===== config.mk =====
export PLATFORM = sky130hd
export DESIGN_NAME = simd_fault_check
export DESIGN_NICKNAME = d
export VERILOG_FILES = /design/src/rtl/simd_fault_pkg.sv /design/src/rtl/sfc_enable_check.sv /design/src/rtl/sfc_addr_check.sv /design/src/rtl/sfc_prio.sv /design/src/rtl/simd_fault_check.sv
export SDC_FILE = /design/constraint.sdc
export NUM_CORES = 1
export LEC_CHECK = 0
export CORE_UTILIZATION = 37
export DETAILED_ROUTE_END_ITERATION = 8
export MAX_ROUTING_LAYER = met4
export PLACE_DENSITY = 0.77
export SYNTH_ARGS = -nofsm -noshare
export SYNTH_HDL_FRONTEND = slang
export SYNTH_SLANG_ARGS = --single-unit

===== constraint.sdc =====
create_clock -name clk -period 3.85 [get_ports clk]
set_input_delay 0.77 -clock clk [delete_from_list [all_inputs] [get_ports clk]]
set_output_delay 0.77 -clock clk [all_outputs]
set_load 0.02 [all_outputs]

===== src/rtl/simd_fault_pkg.sv =====
package simd_fault_pkg;
   typedef enum logic [2:0] {
      FLT_NONE = 3'd0,
      FLT_UD   = 3'd1,
      FLT_NM   = 3'd2,
      FLT_GP   = 3'd3,
      FLT_SS   = 3'd4,
      FLT_XM   = 3'd5
   } flt_e;

   typedef enum logic [1:0] {
      MD_REAL   = 2'd0,
      MD_V86    = 2'd1,
      MD_LEGACY = 2'd2,
      MD_LONG   = 2'd3
   } mode_e;
endpackage


===== src/rtl/sfc_enable_check.sv =====
module sfc_enable_check (
   input  logic emul,
   input  logic task_sw,
   input  logic fxsave_en,
   input  logic feat,
   output logic ud_hit,
   output logic nm_hit
);
   // Feature and OS-support gate: any missing enable is an invalid opcode.
   assign ud_hit = emul | ~fxsave_en | ~feat;
   // Device-not-available only matters when the opcode itself is legal.
   assign nm_hit = task_sw & ~ud_hit;
endmodule


===== src/rtl/sfc_addr_check.sv =====
module sfc_addr_check
   import simd_fault_pkg::*;
#(
   parameter int AW          = 64,
   parameter int ALIGN_BYTES = 16,
   parameter int OPND_BYTES  = 16,
   parameter int SEG_LIMIT   = 32'h0000_FFFF
) (
   input  mode_e          mode,
   input  logic           mem_op,
   input  logic           stk,
   input  logic [AW-1:0]  addr,
   input  logic           canon,
   output logic           gp_hit,
   output logic           ss_hit
);
   localparam int ALIGN_BITS = $clog2(ALIGN_BYTES);
   localparam logic [AW:0] LAST_OFS = (AW+1)'(OPND_BYTES - 1);
   localparam logic [AW:0] LIMIT_V  = (AW+1)'(SEG_LIMIT);

   logic misalign;
   logic [AW:0] last_byte;
   logic over_limit;
   logic low_mode;
   logic noncanon;

   generate
      if (ALIGN_BITS == 0) begin : g_no_align
         assign misalign = 1'b0;
      end else begin : g_align
         assign misalign = |addr[ALIGN_BITS-1:0];
      end
   endgenerate

   assign last_byte  = {1'b0, addr} + LAST_OFS;
   assign over_limit = last_byte > LIMIT_V;
   assign low_mode   = (mode == MD_REAL) || (mode == MD_V86);
   assign noncanon   = (mode == MD_LONG) && !canon;

   assign ss_hit = mem_op & noncanon & stk;
   assign gp_hit = mem_op & ~(noncanon & stk) &
                   ((noncanon & ~stk) | misalign | (low_mode & over_limit));
endmodule


===== src/rtl/sfc_prio.sv =====
module sfc_prio
   import simd_fault_pkg::*;
(
   input  logic ud_hit,
   input  logic nm_hit,
   input  logic gp_hit,
   input  logic ss_hit,
   input  logic num_exc,
   input  logic exc_en,
   output flt_e flt
);
   always_comb begin
      if (ud_hit)       flt = FLT_UD;
      else if (nm_hit)  flt = FLT_NM;
      else if (ss_hit)  flt = FLT_SS;
      else if (gp_hit)  flt = FLT_GP;
      else if (num_exc) flt = exc_en ? FLT_XM : FLT_UD;
      else              flt = FLT_NONE;
   end
endmodule


===== src/rtl/simd_fault_check.sv =====
module simd_fault_check
   import simd_fault_pkg::*;
#(
   parameter int AW          = 64,
   parameter int ERRW        = 16,
   parameter int ALIGN_BYTES = 16,
   parameter int OPND_BYTES  = 16,
   parameter int SEG_LIMIT   = 32'h0000_FFFF
) (
   input  logic            clk,
   input  logic            rst_n,
   input  logic            in_valid,
   input  logic [1:0]      op_mode,
   input  logic            ctl_emul,
   input  logic            ctl_task_sw,
   input  logic            ctl_fxsave_en,
   input  logic            ctl_simd_exc_en,
   input  logic            feat_present,
   input  logic            mem_op,
   input  logic            stack_seg,
   input  logic [AW-1:0]   eff_addr,
   input  logic            addr_canonical,
   input  logic            numeric_exc,
   output logic            out_valid,
   output logic            fault_valid,
   output logic [2:0]      fault_type,
   output logic            err_code_valid,
   output logic [ERRW-1:0] err_code
);
   generate
      if (AW < 17) begin : g_bad_aw
         $error("AW must cover the 16-bit segment limit");
      end
      if (ERRW < 1) begin : g_bad_errw
         $error("ERRW must be at least 1");
      end
      if ((ALIGN_BYTES & (ALIGN_BYTES - 1)) != 0) begin : g_bad_align
         $error("ALIGN_BYTES must be a power of two");
      end
      if (OPND_BYTES < 1) begin : g_bad_opnd
         $error("OPND_BYTES must be positive");
      end
   endgenerate

   logic ud_hit, nm_hit, gp_hit, ss_hit;
   flt_e flt_d;

   sfc_enable_check u_en (
      .emul      (ctl_emul),
      .task_sw   (ctl_task_sw),
      .fxsave_en (ctl_fxsave_en),
      .feat      (feat_present),
      .ud_hit    (ud_hit),
      .nm_hit    (nm_hit)
   );

   sfc_addr_check #(
      .AW          (AW),
      .ALIGN_BYTES (ALIGN_BYTES),
      .OPND_BYTES  (OPND_BYTES),
      .SEG_LIMIT   (SEG_LIMIT)
   ) u_addr (
      .mode   (mode_e'(op_mode)),
      .mem_op (mem_op),
      .stk    (stack_seg),
      .addr   (eff_addr),
      .canon  (addr_canonical),
      .gp_hit (gp_hit),
      .ss_hit (ss_hit)
   );

   sfc_prio u_prio (
      .ud_hit  (ud_hit),
      .nm_hit  (nm_hit),
      .gp_hit  (gp_hit),
      .ss_hit  (ss_hit),
      .num_exc (numeric_exc),
      .exc_en  (ctl_simd_exc_en),
      .flt     (flt_d)
   );

   always_ff @(posedge clk) begin
      if (!rst_n) begin
         out_valid      <= 1'b0;
         fault_valid    <= 1'b0;
         fault_type     <= FLT_NONE;
         err_code_valid <= 1'b0;
         err_code       <= '0;
      end else begin
         out_valid      <= in_valid;
         fault_valid    <= in_valid && (flt_d != FLT_NONE);
         fault_type     <= in_valid ? flt_d : FLT_NONE;
         err_code_valid <= in_valid && ((flt_d == FLT_GP) || (flt_d == FLT_SS));
         err_code       <= '0;
      end
   end
endmodule


==> impl_metrics.json, run 1 <==
{
  "dpl.hpwl_um": 7400,
  "min_period_ns": 3.78,
  "die_area_sq_mm": 0.00563,
  "period_share_pct": 98.1,
  "firstDrtPassIters": 5,
  "htree_num_levels": 1,
  "grt_max_degree": 8,
  "internal-power_w": 0.000276,
  "drt_iter0_drc": 264,
  "multiInputGateArea_sq_mm": 0.00184,
  "total_power_w": 0.000432,
  "regArea_sq_um": 120,
  "synth.top_cell.area_share_pct": 6.98,
  "maxSlewViolCount": 0,
  "grt_pass1_wl_um": 13600,
  "die_x_um": 75.0,
  "swShare_pct": 36.0,
  "setup_violations": 0,
  "p_leak_nw": 1.46,
  "drc_errors": 0,
  "required_ns": 3.96,
  "startpoint": "eff_addr[12]",
  "async_reset_ff_share_pct": 0,
  "syn_avg_cell_area_sq_um": 6.58,
  "grt_pass1_vias": 2947,
  "arrival_ns": 3.88,
  "cts.sinks": 6,
  "ys_top_cells_by_area": "nand4_1 (7.0%), nand3_1 (6.3%), dfxtp_1 (6.1%)",
  "gp_congestion": 0.978,
  "hold_viol": 0,
  "rows": 26,
  "n_fill_cell": 434,
  "fin_area_sq_mm": 0.00361,
  "cap_violations": 0,
  "nets": 547,
  "yosysWarningCount": 0,
  "routed_wl_um": 9070,
  "cts_tree": "done",
  "ant_nets": 0,
  "synth_most_common_cell": "nor2_1",
  "placed_area_sq_mm": 0.00341,
  "cp-start-kind": "input pin",
  "dp.cells": 529,
  "layout-drive-gt1-share_pct": 25.5,
  "holdCritStartpoint": "rst_n",
  "clockBufferDepth": 2,
  "synthesis.instances": 300,
  "port_buffers": 83,
  "antenna_found_initial": 0,
  "numCtsBuffers": 3,
  "synth-main-ff-cell": "dfxtp_1",
  "diodes": 0,
  "synth_commonest_cells": "nor2_1 (32), nand2_1 (31), nand3_1 (25)",
  "tightestPinTransition_ns": 0.522,
  "holdCritPathClass": "input pin to register",
  "grt_util_all_layers_pct": 33.2,
  "power_frac_seq_pct": 15.2,
  "fmax_mhz": 265,
  "whs_path_depth": 3,
  "area_delta_synth_final_pct": 82.8,
  "min_to": "fault_type[1]",
  "crit_type": "input pin to register",
  "outcome": "complete, no violations",
  "hold_ws_ns": 1.21,
  "peakVddDrop_mv": 0.123,
  "clkPwrFrac_pct": 22.5,
  "grt_overflow_total": 0,
  "synth-seq-area-share_pct": 6.09,
  "power_density_mw_per_mm2": 120,
  "max-slew-margin-rel_pct": 64.9,
  "core_sq_mm": 0.00511,
  "clkTransAtPathRegs_ns": 0.04,
  "synth_edf_count": 0,
  "synth_cell_types": 60,
  "vias": 3133,
  "end_kind": "register",
  "ys_ff_latch": 6,
  "setup_tns_ns": 0,
  "finalNonFillerCells": 536,
  "die_y_um": 75.0,
  "p_comb_share_pct": 62.4,
  "path_max_fanout": 4,
  "start_util_pct": 38.6,
  "synth_area_leader_cell": "nand4_1",
  "syn_area_sq_mm": 0.00197,
  "root_buffer": "clkbuf_8",
  "viasPerCell": 5.85,
  "wl_per_cell_um": 16.9,
  "ios": 100,
  "switchingPower_w": 0.000156
}
## how the worst max path moves through the flow
stage,endpoint,cells after the start
final,fault_valid,11
after global placement,fault_valid,12
after floorplan,fault_valid,12
after detailed placement,fault_valid,12
after CTS,fault_valid,11
after global routing,fault_valid,11
## worst max-delay path, stage by stage
cell	delay, ns
clkdlybuf4s50_1	0.50
nand4_4	0.10
buf_4	0.18
nor4_4	0.35
nand4_1	0.20
o41ai_2	0.25
o221ai_1	0.16
or4_1	0.53
or4_4	0.54
o21ai_4	0.19
a31oi_1	0.10
## stage by stage
stage | worst slack (ns) | utilization, %
floorplan | 0.121 | -
global placement | -0.342 | 66.9
detailed placement | -0.515 | 66.9
CTS | 0.00684 | 68.3
global route | -0.0379 | 70.6
finish | 0.0741 | 70.6
## routing by layer
layer	wire, um	vias to the layer above	GRT usage, %	share of wire (%)
met4	272	0	11.1	3.0
li1	-	1466	-	-
met5	0	-	-	0
met2	4380	170	56.5	48
met1	3730	1467	40.4	41
met3	689	30	4.15	7.6
## flip-flops by register name, indices dropped and copies added (netlist names)
name,flops
fault_type,3
fault_valid,1
out_valid,1
err_code_valid,1
## power by group through the flow
stage / clock network, W / logic, W / registers [W]
final: 0.0000971 / 0.000269 / 0.0000654
after CTS: 0.0000947 / 0.000260 / 0.0000655
after detailed placement: 0 / 0.000258 / 0.0000664
after global placement: 0 / 0.000255 / 0.0000662
after global routing: 0.000103 / 0.000288 / 0.0000656
after floorplan: 0 / 0.0000876 / 0.0000693
## area by class of cell
| cell class | count | area share (%) |
|---|---|---|
| timing repair buffer | 167 | 41.0 |
| sequential | 6 | 3.33 |
| inverter | 11 | 1.15 |
| clock buffer | 3 | 1.15 |
| tap | 70 | 2.43 |
| multi-input combinational | 279 | 50.9 |
## layout by cell type, fill, tap and decap left out, types with 6 or more instances in the layout
| cell | instances |
|---|---|
| buf_4 | 83 |
| clkdlybuf4s50_1 | 74 |
| nor2_1 | 32 |
| nand2_1 | 31 |
| nand3_1 | 23 |
| nand4_1 | 22 |
| conb_1 | 16 |
| o21ai_0 | 14 |
| inv_1 | 11 |
| xnor2_1 | 11 |
| a21oi_1 | 8 |
| nor3_1 | 8 |
| nor3_2 | 7 |
| and3_1 | 7 |
| dlymetal6s2s_1 | 7 |
| nor4_1 | 6 |
| and4_1 | 6 |
| xor2_1 | 6 |
| dfxtp_1 | 6 |
## kinds of logic (layout without fill, tap and decap cells)
| logic type | Yosys count | after routing | synth area share (%) |
|---|---|---|---|
| other cells | 1 | 16 | 0.190 |
| fa+ha+maj | 1 | 1 | 0.634 |
| simple gates | 183 | 183 | 53.7 |
| mux | 6 | 6 | 3.17 |
| flops | 6 | 6 | 6.09 |
| xor+xnor | 17 | 17 | 7.55 |
| compound gates | 56 | 56 | 19.8 |
| buf+inv | 30 | 181 | 8.88 |
## timing repair
item                                    CTS  global route
resized for setup                         6            22
pin swaps                                 8            14
endpoints found under the setup margin    5             5
setup buffers                             2             2
hold buffers                              0             0
Power figures use the tool's default switching activity.
==> run 2, diff against run 1 <==
--- a/config.mk
+++ b/config.mk
@@ -9,6 +9,7 @@
 export DETAILED_ROUTE_END_ITERATION = 8
 export MAX_ROUTING_LAYER = met4
 export PLACE_DENSITY = 0.77
+export SETUP_SLACK_MARGIN = 0.02
 export SYNTH_ARGS = -nofsm -noshare
 export SYNTH_HDL_FRONTEND = slang
 export SYNTH_SLANG_ARGS = --single-unit
==> impl_metrics.json, run 2 (same netlist as run 1, synthesis figures left out) <==
{
  "place_ws_ns": -0.515,
  "setup_ws_ns": 0.0734,
  "startpoint": "eff_addr[12]",
  "p_leak_nw": 1.47,
  "grt_max_degree": 8,
  "end_kind": "register",
  "max-slew-margin-rel_pct": 65.3,
  "period_share_pct": 98.1,
  "start_util_pct": 38.6,
  "postCtsHoldBufs": 0,
  "area_delta_synth_final_pct": 83.3,
  "endpoint": "fault_valid",
  "cp_top_family": "simple AND/OR/NAND/NOR gates",
  "holdCritStartpoint": "rst_n",
  "nets": 548,
  "fmax_mhz": 265,
  "clkTransAtPathRegs_ns": 0.04,
  "slowest_delay_ns": 0.53,
  "ant_nets": 0,
  "viasPerCell": 5.91,
  "met1_usage_pct": 40.5,
  "core_sq_mm": 0.00511,
  "die_x_um": 75.0,
  "grt_overflow_total": 0,
  "dpl.hpwl_um": 7400,
  "critPathBufInv": 2,
  "n_fill_cell": 432,
  "cp_cell_sequence": "clkdlybuf4s50_1, nand4_4, buf_4, nor4_4, nand4_1, o41ai_2, o221ai_1, or4_1, or4_4, o21ai_4, a31oi_1",
  "crit_type": "input pin to register",
  "cp.depth": 11,
  "power_density_mw_per_mm2": 119,
  "die_area_sq_mm": 0.00563,
  "clockBufferDepth": 2,
  "mostFrequentLayoutCells": "buf_4 (84), clkdlybuf4s50_1 (73), nor2_1 (32), nand2_1 (31), nand3_1 (23)",
  "firstDrtPassIters": 5,
  "gp_congestion": 0.978,
  "rows": 26,
  "top_usage_layer": "met2",
  "vias": 3172,
  "maxSlewViolCount": 0,
  "grt_pass1_vias": 2952,
  "arrival_ns": 3.87,
  "top_register": "fault_type",
  "path_max_fanout": 4,
  "ios": 100,
  "setup_violations": 0,
  "routed_wl_um": 9190,
  "largest_reg_flops": 3,
  "drc_errors": 0,
  "die_y_um": 75.0,
  "min_period_ns": 3.78,
  "root_buffer": "clkbuf_8",
  "peakVddDrop_mv": 0.122,
  "numCtsBuffers": 3,
  "wl_per_cell_um": 17.1,
  "port_buffers": 83,
  "drt_iter0_drc": 293,
  "use_met3_pct": 4.69,
  "holdCritPathClass": "input pin to register",
  "outcome": "complete, no violations",
  "cts_tree": "done",
  "cp-start-kind": "input pin",
  "cap_violations": 0,
  "grt_pass1_wl_um": 13700,
  "grt_util_all_layers_pct": 33.4,
  "htree_num_levels": 1,
  "met2_usage_pct": 56.3,
  "crit_slowest_cell": "or4_1",
  "antenna_found_initial": 0,
  "layout-drive-gt1-share_pct": 25.7,
  "mostFrequentLayoutCell": "buf_4",
  "tightestPinTransition_ns": 0.516,
  "required_ns": 3.95,
  "hold_viol": 0,
  "diodes": 0,
  "cts.sinks": 6,
  "final_util_pct": 70.8
}
==> run 2: cell types whose count changed in the layout (fill, tap and decap cells not counted), sizes merged <==
cell and delta:
buf +1, clkdlybuf4s50 -1, dlymetal6s2s +1
==> run 2: timing repair <==
action	4_1_cts	5_1_grt
buffers inserted	2	3
pin swaps	8	16
resized for setup	7	22
setup endpoints to repair	5	5
==> run 2: final cells by class <==
type / count / area (sq um) / share of cell area (%)
clock buffers: 3 / 41.3 / 1.14
repair buffers: 168 / 1490 / 41.2
flip-flops and latches: 6 / 120 / 3.32
well taps: 70 / 87.6 / 2.42
inverters: 11 / 41.3 / 1.14
multi-input cells: 279 / 1840 / 50.8
==> run 2: how the worst min path moves through the flow <==
stage / cells past startpoint / end / slack (ns)
after floorplan: 2 / fault_type[1] / 0.92
after global placement: 3 / fault_valid / 1.41
after detailed placement: 3 / fault_type[1] / 1.43
after CTS: 3 / fault_type[1] / 1.21
after global routing: 3 / fault_type[1] / 1.26
final: 3 / fault_type[1] / 1.21
==> run 2: tightest hold or removal path: cells and delay by family <==
| kind | cells | cell delay (ns) |
|---|---|---|
| AO/OA/AOI/OAI | 1 | 0.06 |
| buffers and inverters | 1 | 0.39 |
| AND/OR/NAND/NOR | 1 | 0.16 |
==> run 2: power breakdown <==
group	leakage [nW]	internal [W]	switching [W]	total [W]
combinational	1.40	0.000144	0.000126	0.000270
clock	0.0216	0.0000673	0.0000286	0.0000959
sequential	0.0492	0.0000649	0.000000585	0.0000655
total	1.47	0.000276	0.000155	0.000431
==> run 2: metal layers <==
metal | vias up | share of wire, % | routed length [um]
met4 | 0 | 2.6 | 238
li1 | 1472 | - | -
met1 | 1475 | 41 | 3730
met2 | 191 | 48 | 4450
met3 | 34 | 8.3 | 766
met5 | - | 0 | 0
==> run 2: metrics by stage <==
stage               hold slack (ns)   TNS, ns  power (W)  instances  instance area, sq um
finish                         1.21         0   0.000431        537                  3620
global route                   1.26  -0.00330   0.000457        537                  3620
CTS                            1.21         0   0.000420        534                  3490
detailed placement             1.43     -2.40   0.000324        529                  3410
global placement               1.41     -1.59   0.000321        529                  3410
floorplan                     0.921         0   0.000157        315                  2030
==> run 3, diff against run 2 <==
--- a/config.mk
+++ b/config.mk
@@ -5,10 +5,11 @@
 export SDC_FILE = /design/constraint.sdc
 export NUM_CORES = 1
 export LEC_CHECK = 0
-export CORE_UTILIZATION = 37
+export CORE_UTILIZATION = 41
+export CTS_CLUSTER_DIAMETER = 80
 export DETAILED_ROUTE_END_ITERATION = 8
 export MAX_ROUTING_LAYER = met4
-export PLACE_DENSITY = 0.77
+export PLACE_DENSITY = 0.81
 export SETUP_SLACK_MARGIN = 0.02
 export SYNTH_ARGS = -nofsm -noshare
 export SYNTH_HDL_FRONTEND = slang
==> constraint.sdc (replaced) <==
create_clock -name clk -period 4.06 [get_ports clk]
set_input_delay 0.812 -clock clk [delete_from_list [all_inputs] [get_ports clk]]
set_output_delay 0.812 -clock clk [all_outputs]
set_load 0.02 [all_outputs]
==> impl_metrics.json, run 3 (same netlist as run 1, synthesis figures left out) <==
{
  "p_comb_share_pct": 60.8,
  "mostFrequentLayoutCells": "clkdlybuf4s50_1 (81), buf_4 (62), nor2_1 (32), nand2_1 (31), nand3_1 (25)",
  "hold_ws_ns": 1.24,
  "grt_pass1_vias": 2789,
  "grt_max_degree": 11,
  "dpl.hpwl_um": 6940,
  "vias": 2991,
  "tightestPinTransition_ns": 0.586,
  "cts.sinks": 6,
  "firstDrtPassIters": 8,
  "arrival_ns": 4.06,
  "switchingPower_w": 0.000143,
  "startpoint": "eff_addr[14]",
  "n_fill_cell": 360,
  "die_x_um": 71.4,
  "die_area_sq_mm": 0.00509,
  "cp-start-kind": "input pin",
  "setup_ws_ns": 0.0933,
  "viasPerCell": 6.02,
  "slowest_delay_ns": 0.60,
  "grt_pass1_wl_um": 13100,
  "setup_violations": 0,
  "total_power_w": 0.000397,
  "p_leak_nw": 1.33,
  "peakVddDrop_mv": 0.0792,
  "routed_wl_um": 8150,
  "die_y_um": 71.4,
  "holdCritPathClass": "input pin to register",
  "path_max_fanout": 4,
  "drc_errors": 6,
  "nets": 526,
  "min_period_ns": 3.97,
  "required_ns": 4.15,
  "area_delta_synth_final_pct": 71.8,
  "setup_tns_ns": 0,
  "maxSlewViolCount": 0,
  "drt_iter0_drc": 228,
  "swShare_pct": 36.1,
  "mostFrequentLayoutCell": "clkdlybuf4s50_1",
  "crit_slowest_cell": "or4_4",
  "largest_reg_flops": 3,
  "cap_violations": 0,
  "rsz0062_at_grt": "no",
  "grt_util_all_layers_pct": 33.2,
  "diodes": 0,
  "clkTransAtPathRegs_ns": 0.04,
  "grt_overflow_total": 0,
  "port_buffers": 83,
  "placed_area_sq_mm": 0.00325,
  "outcome": "finished with violations",
  "violations": "design-rule violations",
  "end_kind": "register",
  "hold_viol": 0,
  "gp_congestion": 0.978,
  "top_register": "fault_type",
  "path_common_cell": "nand4_1",
  "fin_area_sq_mm": 0.00339,
  "place_ws_ns": -0.361,
  "numCtsBuffers": 3,
  "power_density_mw_per_mm2": 117,
  "ant_nets": 0,
  "fmax_mhz": 252,
  "cts_tree": "done",
  "start_util_pct": 44.1,
  "clockBufferDepth": 2,
  "core_sq_mm": 0.00447,
  "antenna_found_initial": 0,
  "endpoint": "fault_valid",
  "root_buffer": "clkbuf_8",
  "internal-power_w": 0.000254,
  "crit_type": "input pin to register",
  "rows": 24,
  "clkPwrFrac_pct": 23.6,
  "wl_per_cell_um": 16.4,
  "period_share_pct": 97.7,
  "max-slew-margin-rel_pct": 60.6,
  "htree_num_levels": 1,
  "layout-drive-gt1-share_pct": 20.7,
  "cp_cell_sequence": "clkdlybuf4s50_1, nand3_1, nor3_4, nand4_1, nor4_2, buf_4, mux2i_1, nand4_1, or4_4, o21ai_4, a31oi_1",
  "ios": 100,
  "power_frac_seq_pct": 15.6
}
run 3: metrics by stage:
step	std cells	utilization, %
floorplan	315	-
global placement	492	72.6
detailed placement	492	72.6
CTS	495	73.8
global route	497	75.8
finish	497	75.8
run 3: power by group through the flow:
stage / sequential (W) / clock [W] / combinational [W]
3_3_place_gp: 0.0000628 / 0 / 0.000230
5_1_grt: 0.0000621 / 0.0000992 / 0.000259
6_report: 0.0000621 / 0.0000937 / 0.000242
4_1_cts: 0.0000621 / 0.0000953 / 0.000234
3_5_place_dp: 0.0000630 / 0 / 0.000233
2_1_floorplan: 0.0000658 / 0 / 0.0000830
run 3: repair_timing:
action,CTS,global route
buffers inserted,0,2
pin swaps,2,7
setup endpoints to repair,5,5
gates resized for setup,2,15
hold buffers,0,0
hold endpoints to repair,0,0
run 3: worst min-delay path by stage:
stage / slack (ns) / cells past startpoint / from / to
final: 1.24 / 3 / in_valid / fault_type[1]
after global routing: 1.27 / 3 / ctl_task_sw / fault_type[1]
after CTS: 1.24 / 3 / in_valid / fault_type[1]
after detailed placement: 1.48 / 3 / ctl_task_sw / fault_type[1]
after global placement: 1.45 / 3 / in_valid / fault_valid
after floorplan: 0.96 / 2 / ctl_task_sw / fault_type[1]
run 3: area by class of cell:
class / instances / area (sq um) / area share [%]
multi-input cells: 279 / 1810 / 53.4
repair buffers: 146 / 1310 / 38.7
flip-flops and latches: 6 / 120 / 3.54
well taps: 52 / 65.1 / 1.92
clock buffers: 3 / 41.3 / 1.22
inverters: 11 / 41.3 / 1.22
run 3: routing by layer:
layer / vias up / GRT usage [%] / part of all wire (%)
met1: 1387 / 43.1 / 43
li1: 1425 / - / -
met4: 0 / 8.00 / 0.88
met3: 10 / 4.92 / 8.5
met2: 169 / 54.3 / 48
met5: - / - / 0
run 3: critical path: cells and delay by family:
kind	cells	cell delay [ns]
and+or+nand+nor	6	1.98
buffers and inverters	2	0.68
AOI/OAI and AO/OA	2	0.33
muxes	1	0.27
